## src/rtl/pci_bar_pkg.sv

```systemverilog
package pci_bar_pkg;
    parameter int BAR_AW = 32;
    parameter int CODE_W = 4;
    // size codes 1..LARGE_CODES select 2^(BAR_AW-code) bytes
    parameter int LARGE_CODES = 12;
    // the first small code selects 2^SMALL_TOP_LG bytes, each next code halves it
    parameter int SMALL_TOP_LG = 16;

    typedef logic [BAR_AW-1:0] bar_word_t;
    typedef logic [CODE_W-1:0] size_code_t;
endpackage

```

## src/rtl/bar_size_decode.sv

```systemverilog
module bar_size_decode
    import pci_bar_pkg::*;
#(
    parameter int AW = BAR_AW
) (
    input  size_code_t        code,
    output logic              enabled,
    output logic              small_win,
    output logic [AW-1:0]     keep_mask
);
    localparam int LG_W = $clog2(AW + 1);

    logic [LG_W-1:0] size_lg;

    always_comb begin
        int lg_i;
        enabled   = (code != '0);
        small_win = (int'(code) > LARGE_CODES);
        if (!small_win) lg_i = AW - int'(code);
        else            lg_i = SMALL_TOP_LG - (int'(code) - LARGE_CODES - 1);
        size_lg   = LG_W'(lg_i);
    end

    // one compare per bit: keep the bits at or above log2(size)
    for (genvar b = 0; b < AW; b++) begin : g_mask
        assign keep_mask[b] = enabled && (LG_W'(b) >= size_lg);
    end
endmodule

```

## src/rtl/bar_base_reg.sv

```systemverilog
module bar_base_reg #(
    parameter int AW = 32
) (
    input  logic          clk,
    input  logic          rst_n,
    input  logic          wr_en,
    input  logic [AW-1:0] wr_data,
    input  logic [AW-1:0] keep_mask,
    output logic [AW-1:0] base_live
);
    logic [AW-1:0] base_q;

    always_ff @(posedge clk or negedge rst_n) begin
        if (!rst_n)     base_q <= '0;
        else if (wr_en) base_q <= wr_data & keep_mask;
    end

    // re-masked with the current size on every cycle
    assign base_live = base_q & keep_mask;
endmodule

```

## src/rtl/bar_addr_match.sv

```systemverilog
module bar_addr_match #(
    parameter int AW = 32
) (
    input  logic          enabled,
    input  logic          mem_space_en,
    input  logic          allow_zero_base,
    input  logic [AW-1:0] keep_mask,
    input  logic [AW-1:0] base_live,
    input  logic [AW-1:0] addr,
    output logic          hit,
    output logic [AW-1:0] offset
);
    logic upper_eq;
    logic base_ok;

    always_comb begin
        upper_eq = ((addr & keep_mask) == base_live);
        base_ok  = allow_zero_base || (base_live != '0);
        hit      = enabled && mem_space_en && upper_eq && base_ok;
        offset   = enabled ? (addr & ~keep_mask) : '0;
    end
endmodule

```

## src/rtl/pci_sized_bar.sv

```systemverilog
module pci_sized_bar
    import pci_bar_pkg::*;
(
    input  logic        clk,
    input  logic        rst_n,
    input  logic        cfg_wr_en,
    input  logic [31:0] cfg_wr_data,
    output logic [31:0] cfg_rd_data,
    input  logic [3:0]  size_code,
    input  logic        allow_zero_base,
    input  logic        mem_space_en,
    input  logic [31:0] bus_addr,
    output logic        hit,
    output logic [31:0] offset,
    output logic        win_en
);
    localparam int AW = BAR_AW;

    logic          enabled;
    logic [AW-1:0] keep_mask;
    logic [AW-1:0] base_live;

    bar_size_decode #(.AW(AW)) u_dec (
        .code      (size_code),
        .enabled   (enabled),
        .small_win (win_en),
        .keep_mask (keep_mask)
    );

    bar_base_reg #(.AW(AW)) u_base (
        .clk       (clk),
        .rst_n     (rst_n),
        .wr_en     (cfg_wr_en),
        .wr_data   (cfg_wr_data),
        .keep_mask (keep_mask),
        .base_live (base_live)
    );

    bar_addr_match #(.AW(AW)) u_match (
        .enabled         (enabled),
        .mem_space_en    (mem_space_en),
        .allow_zero_base (allow_zero_base),
        .keep_mask       (keep_mask),
        .base_live       (base_live),
        .addr            (bus_addr),
        .hit             (hit),
        .offset          (offset)
    );

    assign cfg_rd_data = base_live;
endmodule

```

## config.mk

```make
export PLATFORM = sky130hd
export DESIGN_NAME = pci_sized_bar
export DESIGN_NICKNAME = d
export VERILOG_FILES = /design/src/rtl/pci_bar_pkg.sv /design/src/rtl/bar_size_decode.sv /design/src/rtl/bar_base_reg.sv /design/src/rtl/bar_addr_match.sv /design/src/rtl/pci_sized_bar.sv
export SDC_FILE = /design/constraint.sdc
export NUM_CORES = 1
export LEC_CHECK = 0
export BUFFER_PORTS_ARGS = -buffer_cell sky130_fd_sc_hd__buf_2
export CAP_MARGIN = 20
export CELL_PAD_IN_SITES_DETAIL_PLACEMENT = 0
export CELL_PAD_IN_SITES_GLOBAL_PLACEMENT = 2
export CORE_UTILIZATION = 26
export CTS_CLUSTER_SIZE = 24
export DETAILED_ROUTE_END_ITERATION = 8
export GPL_TIMING_DRIVEN = 0
export HOLD_SLACK_MARGIN = 0.05
export PLACE_DENSITY_LB_ADDON = 0.1
export REMOVE_ABC_BUFFERS = 1
export SETUP_SLACK_MARGIN = 0.02
export SLEW_MARGIN = 40
export SYNTH_ARGS = -nofsm -noshare
export SYNTH_HDL_FRONTEND = slang
export SYNTH_SLANG_ARGS = --single-unit
```

## constraint.sdc

```tcl
create_clock -name clk -period 3.05 [get_ports clk]
set_clock_uncertainty 0.2 [all_clocks]
set_input_delay 0 -clock clk [delete_from_list [all_inputs] [get_ports clk]]
set_output_delay 0 -clock clk [all_outputs]
set_load 0.005 [all_outputs]
```

======== Word-level counts from Yosys, hierarchy flattened ========
Index checks and enable logic that the tools add are counted.
cells by class
  order comparisons ....................... 33
  bitwise operators ....................... 5
  muxes and demuxes ....................... 2
  add/sub/neg operators ................... 4
  equal/unequal tests ..................... 1
  reductions and logical operators ........ 38
operator list
  kind                   number
  $and A32 B32 Y32       4
  $ge A5 B6 Y1 const A   16
  $ge A4 B6 Y1 const A   8
  $logic_and A1 B1 Y1    35
  $eq A32 B32 Y1         1
  $mux W32               1
  $not A32 Y32           1
  $reduce_bool A32 Y1    1
  $ge A3 B6 Y1 const A   4
  $ge A1 B6 Y1 const A   2
  $ge A2 B6 Y1 const A   2
  $mux W6                1
  $sub A6 B2 Y6 const B  1
  $sub A6 B4 Y6 const A  1
  $sub A6 B6 Y6 const A  1
  $sub A4 B4 Y5 const B  1
  $gt A4 B4 Y1 const B   1
  $reduce_bool A4 Y1     1
  $logic_or A1 B1 Y1     1
storage, ports and cells
  flip-flop bits (word level) ............. 32
  output and inout port bits .............. 66
  word-level logic and storage cells ...... 84

======== Depth between registers and ports, before layout ========
Gate-level depths: netlist of run 1.
  depth after elaboration ................. 10
  gate-level depth with buffers ........... 14
  gate-level depth less buffers ........... 11

======== Hierarchy ========
From an unflattened synthesis of run 1, not the netlist that was laid out.
unflattened totals
  cells, all modules ...................... 382
  area total of the unflattened synthesis .. 2951.6 sq um
modules (own cells, without submodules)
  module           cells each  area an instance (sq um)  instances  seq. area each (sq um)
  bar_base_reg     167         1520.2                    1          800.8
  bar_addr_match   125         870.8                     1          0.0
  bar_size_decode  90          560.5                     1          0.0

======== Least setup slack after synthesis of run 1 ========
Ideal clock, no wire load.
  kind .................................... input to output
  start ................................... input size_code[0]
  end ..................................... output hit
  setup slack ............................. 566 ps
  cell stages on the path ................. 11
  data required time ...................... 2850 ps
  arrival ................................. 2284 ps
  path buffers ............................ 1
  cells stage by stage .................... buf_6 -> inv_1 -> ha_1 -> or4b_1 -> a21oi_2 -> nor2_2 -> or4_4 -> a21oi_2 -> nor4_1 -> and4b_1 -> a211oi_2
on the way
  longest elaborated chain between the ends .. 10
  elaborated cells between the ends (all ways) .. 79
ends and longest elaborated chain
  what                                                       RTL line                                    RTL
  start: declaration                                         pci_sized_bar.sv:9                          input logic [3:0] size_code,
  $sub A4 B4 Y5                                              bar_size_decode.sv:20                       else lg_i = SMALL_TOP_LG - (int'(code) - LARGE_CODES - 1);
  $sub A6 B2 Y6                                              bar_size_decode.sv:20
  $sub A6 B6 Y6                                              bar_size_decode.sv:20
  $mux W6                                                    bar_size_decode.sv:19                       if (!small_win) lg_i = AW - int'(code);
  $ge A5 B6 Y1                                               bar_size_decode.sv:26                       assign keep_mask[b] = enabled && (LG_W'(b) >= size_lg);
  $logic_and A1 B1 Y1 (*)                                    bar_size_decode.sv:26
  $and A32 B32 Y32 (*)                                       bar_base_reg.sv:19                          assign base_live = base_q & keep_mask;
  named net cfg_rd_data[29]                                  pci_sized_bar.sv:8                          output logic [31:0] cfg_rd_data,
  $eq A32 B32 Y1 or $reduce_bool A32 Y1 (tied branches)      bar_addr_match.sv:17, bar_addr_match.sv:18
  $logic_and A1 B1 Y1 or $logic_or A1 B1 Y1 (tied branches)  bar_addr_match.sv:19, bar_addr_match.sv:18
  $logic_and A1 B1 Y1 (*)                                    bar_addr_match.sv:19                        hit = enabled && mem_space_en && upper_eq && base_ok;
  end: declaration                                           pci_sized_bar.sv:13                         output logic hit,
Mark *: on every way through the listed nets, which the timed path passes. The rest lies on a longest branch.

======== Worst setup path in the final report of run 1 ========
  start ................................... input size_code[1]
  end ..................................... output hit
on the way
  longest elaborated chain between the ends .. 10
  elaborated cells between the ends (all ways) .. 79
ends and longest elaborated chain
  what                                                       RTL line
  $sub A4 B4 Y5                                              bar_size_decode.sv:20
  $sub A6 B2 Y6                                              bar_size_decode.sv:20
  $sub A6 B6 Y6                                              bar_size_decode.sv:20
  $mux W6                                                    bar_size_decode.sv:19
  $ge A1 B6 Y1, or another cell as far along                 bar_size_decode.sv:26
  $logic_and A1 B1 Y1                                        bar_size_decode.sv:26
  $and A32 B32 Y32, on equally long branches                 bar_addr_match.sv:17, bar_base_reg.sv:19
  $eq A32 B32 Y1 or $reduce_bool A32 Y1 (tied branches)      bar_addr_match.sv:17, bar_addr_match.sv:18
  $logic_and A1 B1 Y1 or $logic_or A1 B1 Y1 (tied branches)  bar_addr_match.sv:19, bar_addr_match.sv:18
  $logic_and A1 B1 Y1 (*)                                    bar_addr_match.sv:19
Mark *: on every way between the ends. The rest lies on a longest branch, timed or not.

==> results of run 1 <==
[per-layer routing]
layer / part of all wire (%) / track usage [%] / up-vias
met4: 1.0 / 5.24 / 0
met2: 46 / 35.1 / 120
li1: - / - / 1842
met1: 48 / 29.3 / 1831
met3: 5.3 / 3.21 / 9
met5: 0 / 0 / -
[power by group]
part | internal [uW] | switching, uW | total (uW)
clock network | 385 | 213 | 598
registers | 450 | 22.4 | 472
logic | 269 | 356 | 625
[Yosys cell counts (all sizes together) (4+ instances only)]
master / number / area share, %
inv: 40 / 4.9
nor2: 40 / 5.0
nand2: 38 / 4.8
o21ai: 37 / 6.0
dfrtp: 32 / 25
and3: 25 / 4.9
a21oi: 22 / 3.8
nand3: 22 / 3.8
o22ai: 22 / 4.5
xor2: 22 / 6.0
and2: 12 / 2.5
clkbuf: 11 / 1.3
xnor2: 11 / 3.0
nor3: 10 / 1.6
buf: 7 / 2.1
ha: 6 / 2.4
o31ai: 6 / 2.0
o21a: 5 / 1.2
a211oi: 4 / 1.1
a31oi: 4 / 0.98
nand4: 4 / 0.78
[cells by family after synthesis]
| logic type | count (synthesis) | synth area share [%] |
|---|---|---|
| flip-flops | 32 | 25.1 |
| AO/OA/AOI/OAI | 123 | 26.1 |
| buffers and inverters | 58 | 8.35 |
| adder cells (fa/ha/maj) | 6 | 2.35 |
| AND/OR/NAND/NOR | 167 | 28.3 |
| XOR/XNOR | 33 | 9.05 |
| multiplexers | 2 | 0.784 |
[stage by stage]
stage / hold slack [ns] / setup WS (ns)
after CTS: 0.0516 / 0.0227
after floorplan: -0.496 / 0.453
after global placement: -0.0348 / -0.803
after detailed placement: -0.196 / -0.574
final: 0.0323 / 0.140
after global routing: 0.0771 / 0.0294
[layout make-up]
cell class / instances / area [um2]
clock buffer: 6 / 129
sequential: 32 / 801
tap: 147 / 184
timing repair buffer: 181 / 1100
inverter: 40 / 158
clock inverter: 2 / 35.0
fill: 1295 / 7300
multi-input combinational: 331 / 2300
[critical path, delay by kind of cell]
family,cells,cell delay (ns)
AO/OA/AOI/OAI,5,1.28
adder cells (fa/ha/maj),1,0.34
buffers and inverters,3,0.42
multiplexers,1,0.29
AND/OR/NAND/NOR,2,0.39
[final timing paths]
check	startpoint	to	slack, ns
worst max-delay path	size_code[1]	hit	0.14
worst min-delay path	rst_n	u_base.base_q[28]	0.03
worst max register to register	u_base.base_q[21]	u_base.base_q[21]	2.04
worst min register to register	u_base.base_q[27]	u_base.base_q[27]	0.37
max in group asynchronous	rst_n	u_base.base_q[21]	2.25
min in group clk	cfg_wr_en	u_base.base_q[26]	0.07
[what timing repair did]
| action | 4_1_cts | 5_1_grt |
|---|---|---|
| pin swaps | 0 | 3 |
| cloned | 0 | 0 |
| hold buffers | 33 | 0 |
| setup endpoints to repair | 1 | 1 |
| setup buffers | 0 | 9 |
| gates resized for setup | 14 | 24 |
| hold endpoints to repair | 64 | 0 |
==> results_dict.tcl, run 1 <==
set metrics [dict create \
    synth_edf_count 0 \
    final_cell_mix "buf_2 (135), inv_1 (38), nor2_1 (37)" \
    clock_sinks 32 \
    dieArea_um2 12700 \
    synthArstFlopShare_pct 100 \
    ant_nets 0 \
    clock_latency_ns 0.28 \
    largest_reg_flops 32 \
    track_usage_pct 21.3 \
    yosysSeqAreaShare_pct 25.1 \
    avgRoutedWirePerCell_um 18.6 \
    htreeDepth 2 \
    cp_max_fo 8 \
    worstMarginPinSlew_ns 0.638 \
    total_power_uw 1700 \
    antenna_found_initial 0 \
    postPlaceCellArea_um2 3980 \
    worstPathRequired_ns 2.85 \
    grt_setup_unrepaired "false" \
    final_util_pct 39.2 \
    grt_first_pass_wirelength_um 20600 \
    crit_type "primary input to output pin" \
    min_period_ns 2.91 \
    grt_pass1_vias 3593 \
    status "completed" \
    wl_um 13800 \
    final_common_cell "buf_2" \
    rows 40 \
    syn_area_um2 3190 \
    worst_setup_path_end_kind "output pin" \
    syn_to_final_growth_pct 47.5 \
    firstDrtPassIters 4 \
    clock_path_buffers 2 \
    drtIter0Drc 259 \
    power_density_nw_per_um2 360 \
    fin_area_um2 4710 \
    cp-start-kind "primary input" \
    clk_pin_slew_ns 0.06 \
    max_slew_margin_pct 57.5 \
    leakagePower_uw 0.00229 \
    cpPeakStageDelay_ns 0.41 \
    clock-root-buffer "clkbuf_16" \
    worstPathArrival_ns 2.71 \
    slowest_stage "a211oi_1" \
    cts_made_buffers 5 \
    reg_top3 "u_base.base_q x32" \
    cap_viol_max_count 0 \
    setup-violations-final 0 \
    reg2reg_depth 2 \
    yosysUniqueCellTypes 72 \
    synthFlopType "dfrtp_1" \
    initial_utilization_pct 26.6 \
    grt_max_degree 65 \
    worstPathCellList "buf_2, inv_2, ha_1, mux2_4, o21a_1, o21ai_2, nand2_1, o21a_1, a211oi_1, and4b_1, a211oi_2, buf_2" \
    fmax_mhz 344 \
    antenna_cells 0 \
    slew_violations 0 \
    final_layout_size_suffix_gt1_share_pct 34.8 \
    dpl.hpwl_um 10100 \
    avgSynthCellArea_um2 7.58 \
    totalNegativeSetupSlack_ns 0 \
    vias_per_cell 5.14 \
    yosysWarnings 0 \
    cts_tree "done" \
    drcViolationCount 0 \
    fin_crit_sh_pct 95.4 \
    die_w_um 113 \
    ios 139 \
    coreArea_um2 12000 \
    die_y_um 113 \
    synth_seq_cells 32 \
    globalplace.congestion 0.797 \
    place_inst 689 \
    hold_path_class "primary input to async pin" \
    gr-total-overflow 0 \
    instances_no_fill 739 \
    synth_cells 421 \
    top_register "u_base.base_q" \
    hold_viol 0 \
    vdd_drop_max_v 0.000201 \
    port_buffers 138 \
    nets 670 \
    dr_total_vias 3802 \
]
No activity file was read; power rests on OpenSTA's default activity.
==> run 2, diff against run 1 <==
Settings changed: ABC_AREA set to 1, CORE_UTILIZATION 26 to 24.
==> run 2 against run 1 <==
Compared with the run above: clock-buffer cell count up 1; core utilization fell by 4.1 points; via count increased by 6.0%; sequential power grew 2%; combinational power decreased by 5.1%; register-to-register slack better by 0.09 ns; cell area fell by 0.37%; non-clock buffer count is 6 lower; total power shrank 4.4%; critical path type unchanged; largest cell class unchanged.
==> results_dict.tcl, run 2 <==
set metrics [dict create \
    status "completed" \
    fillers 1541 \
    synth_area_leaders "dfrtp_1 (24%), nand2_1 (22%), nand3_1 (12%)" \
    synthArstFlopShare_pct 100 \
    grt_pass1_vias 3862 \
    globalplace.congestion 0.792 \
    crit_type "primary input to output pin" \
    cts_tree "done" \
    ant_nets 0 \
    synth.most_common_cell "nand2_1" \
    path_buf_inv 4 \
    die_y_um 119 \
    reg_top3 "u_base.base_q x32" \
    worstMarginPinSlew_ns 0.743 \
    clock-root-buffer "clkbuf_16" \
    yosysWarnings 0 \
    leakagePower_uw 0.00290 \
    worstPathArrival_ns 2.53 \
    final_common_cell "nand2_1" \
    reg2reg_setup_slack_ns 2.13 \
    drtIter0Drc 174 \
    timing.rr.start "u_base.base_q[15]" \
    htreeDepth 2 \
    wl_um 13800 \
    cp-start-kind "primary input" \
    grt_setup_unrepaired "false" \
    rows 42 \
    final_layout_size_suffix_gt1_share_pct 25.3 \
    antenna_cells 0 \
    avgSynthCellArea_um2 5.87 \
    antenna_found_initial 0 \
    cp.depth 18 \
    holdPathEnd "offset[7]" \
    firstDrtPassIters 5 \
    synth_top_area_share_pct 24.3 \
    slew_violations 0 \
    total_power_uw 1620 \
    coreArea_um2 13300 \
    cts_made_buffers 5 \
    clkPwrFrac_pct 33.8 \
    drcViolationCount 0 \
    synthFlopType "dfrtp_1" \
    fmax_mhz 367 \
    grt_first_pass_wirelength_um 21100 \
    avgRoutedWirePerCell_um 15.2 \
    crit_family "simple AND/OR/NAND/NOR gates" \
    final_cell_mix "nand2_1 (191), buf_2 (137), nand3_1 (80)" \
    syn_area_um2 3300 \
    setup-violations-final 0 \
    cpPeakStageDelay_ns 0.31 \
    fin_crit_sh_pct 89.5 \
    final_util_pct 35.2 \
    place_worst_setup_slack_ns -0.0668 \
    clock_sinks 32 \
    worstPathCellList "buf_2, inv_1, ha_2, nand2_4, nand2_4, nand3_4, inv_2, nand2_1, nor2_1, nand2_1, nand2_1, nor2_1, nand3_1, nor2_1, nand2_1, nor2_1, nor2_1, buf_2" \
    yosysSeqAreaShare_pct 24.3 \
    synth_edf_count 0 \
    synth_seq_cells 32 \
    vias_per_cell 4.46 \
    synth_cells 562 \
    worst_slack_ns 0.322 \
    yosysUniqueCellTypes 30 \
    dr_total_vias 4029 \
    dpl.hpwl_um 10500 \
    vdd_drop_max_v 0.000170 \
    hold_viol 0 \
    slowest_stage "ha_2" \
    p_int_uw 1010 \
    clock_latency_ns 0.29 \
    clock_path_buffers 2 \
    largest_reg_flops 32 \
    min_period_ns 2.73 \
    ys_top_cells_by_count "nand2_1 (193), nand3_1 (80), inv_1 (70), nor2_1 (68), dfrtp_1 (32)" \
    cp_max_fo 16 \
    grt_max_degree 42 \
    initial_utilization_pct 24.7 \
    max_slew_margin_pct 50.5 \
    worstPathRequired_ns 2.85 \
    synth_largest_area_cell "dfrtp_1" \
    port_buffers 138 \
    ios 139 \
    p_comb_share_pct 36.6 \
    switching_share_pct 37.6 \
    p_sw_uw 610 \
    hold_depth 4 \
    syn_to_final_growth_pct 42.2 \
    gr-total-overflow 0 \
    dieArea_um2 14200 \
    r2r_end "u_base.base_q[15]" \
    worst_setup_path_end_kind "output pin" \
    track_usage_pct 19.6 \
    power_density_nw_per_um2 345 \
    die_w_um 119 \
    hold_path_class "primary input to output pin" \
    reg2reg_depth 2 \
    nets 806 \
    cap_viol_max_count 0 \
    seq_power_share_pct 29.6 \
    top_register "u_base.base_q" \
    cp_common_cell "nor2_1" \
    min-delay-start "bus_addr[7]" \
]
-- run 2: changes by cell type after synthesis, sizes merged, moves of 16 or more --
cell,previous run,this run
nand2,38,204
a21oi,22,6
and3,25,0
nand3,22,84
inv,40,75
o22ai,22,1
nor2,40,72
-- run 2: metal layers --
| layer | track usage [%] | vias up | wire length (um) |
|---|---|---|---|
| met2 | 31.8 | 124 | 6170 |
| met5 | 0 | - | 0 |
| met4 | 5.46 | 0 | 247 |
| met1 | 26.5 | 1807 | 6610 |
| met3 | 3.50 | 13 | 750 |
| li1 | - | 2085 | - |
-- run 2: cells by family after synthesis --
group                      Yosys count  synth area share (%)
buffers and inverters               92                  11.4
xor gates and xnor gates            26                  6.90
and+or+nand+nor                    375                  49.9
AOI/OAI and AO/OA                   31                  5.27
DFF                                 32                  24.3
adders and majority gates            6                  2.28
-- run 2: power groups by stage --
stage | clock network (uW) | logic (uW) | registers (uW)
floorplan | 0 | 319 | 482
global placement | 0 | 552 | 486
detailed placement | 0 | 556 | 487
CTS | 562 | 596 | 479
global route | 579 | 669 | 483
finish | 548 | 593 | 480
-- run 2: worst max path at each step --
| stage | slack, ns | start | end |
|---|---|---|---|
| after floorplan | 0.23 | size_code[3] | hit |
| after global placement | -1.77 | size_code[3] | hit |
| after detailed placement | -0.07 | size_code[0] | hit |
| after CTS | 0.10 | size_code[0] | hit |
| after global routing | 0.03 | size_code[2] | hit |
| final | 0.32 | size_code[3] | hit |
-- run 2: area by class of cell --
class                      instances  area [um2]  share of cell area (%)
timing repair buffer             175        1070                    22.8
clock buffer                       7         143                    3.04
tap                              176         220                    4.69
sequential                        32         801                    17.1
clock inverter                     1        7.51                   0.160
multi-input combinational        438        2170                    46.2
inverter                          75         282                    6.00
-- run 2: timing repair --
item / in CTS / in global routing
endpoints found under the hold margin: 64 / 0
resized for setup: 2 / 7
buffers inserted: 0 / 1
pin swaps: 0 / 1
setup endpoints to repair: 1 / 1
hold buffers: 35 / 0
-- run 2: metrics by stage --
stage | std cells | area [um2] | hold WS, ns | TNS [ns]
floorplan | 545 | 3200 | -0.496 | 0
global placement | 859 | 4120 | -0.0195 | -75.73
detailed placement | 860 | 4150 | -0.190 | -0.0668
CTS | 903 | 4650 | 0.108 | 0
global route | 904 | 4690 | 0.132 | 0
finish | 904 | 4690 | 0.105 | 0
-- run 2: worst register-to-register path: cells and delay by family (launching register included) --
kind            cells  cell delay, ns
compound gates      1            0.08
buf+inv             1            0.09
flops               1            0.40
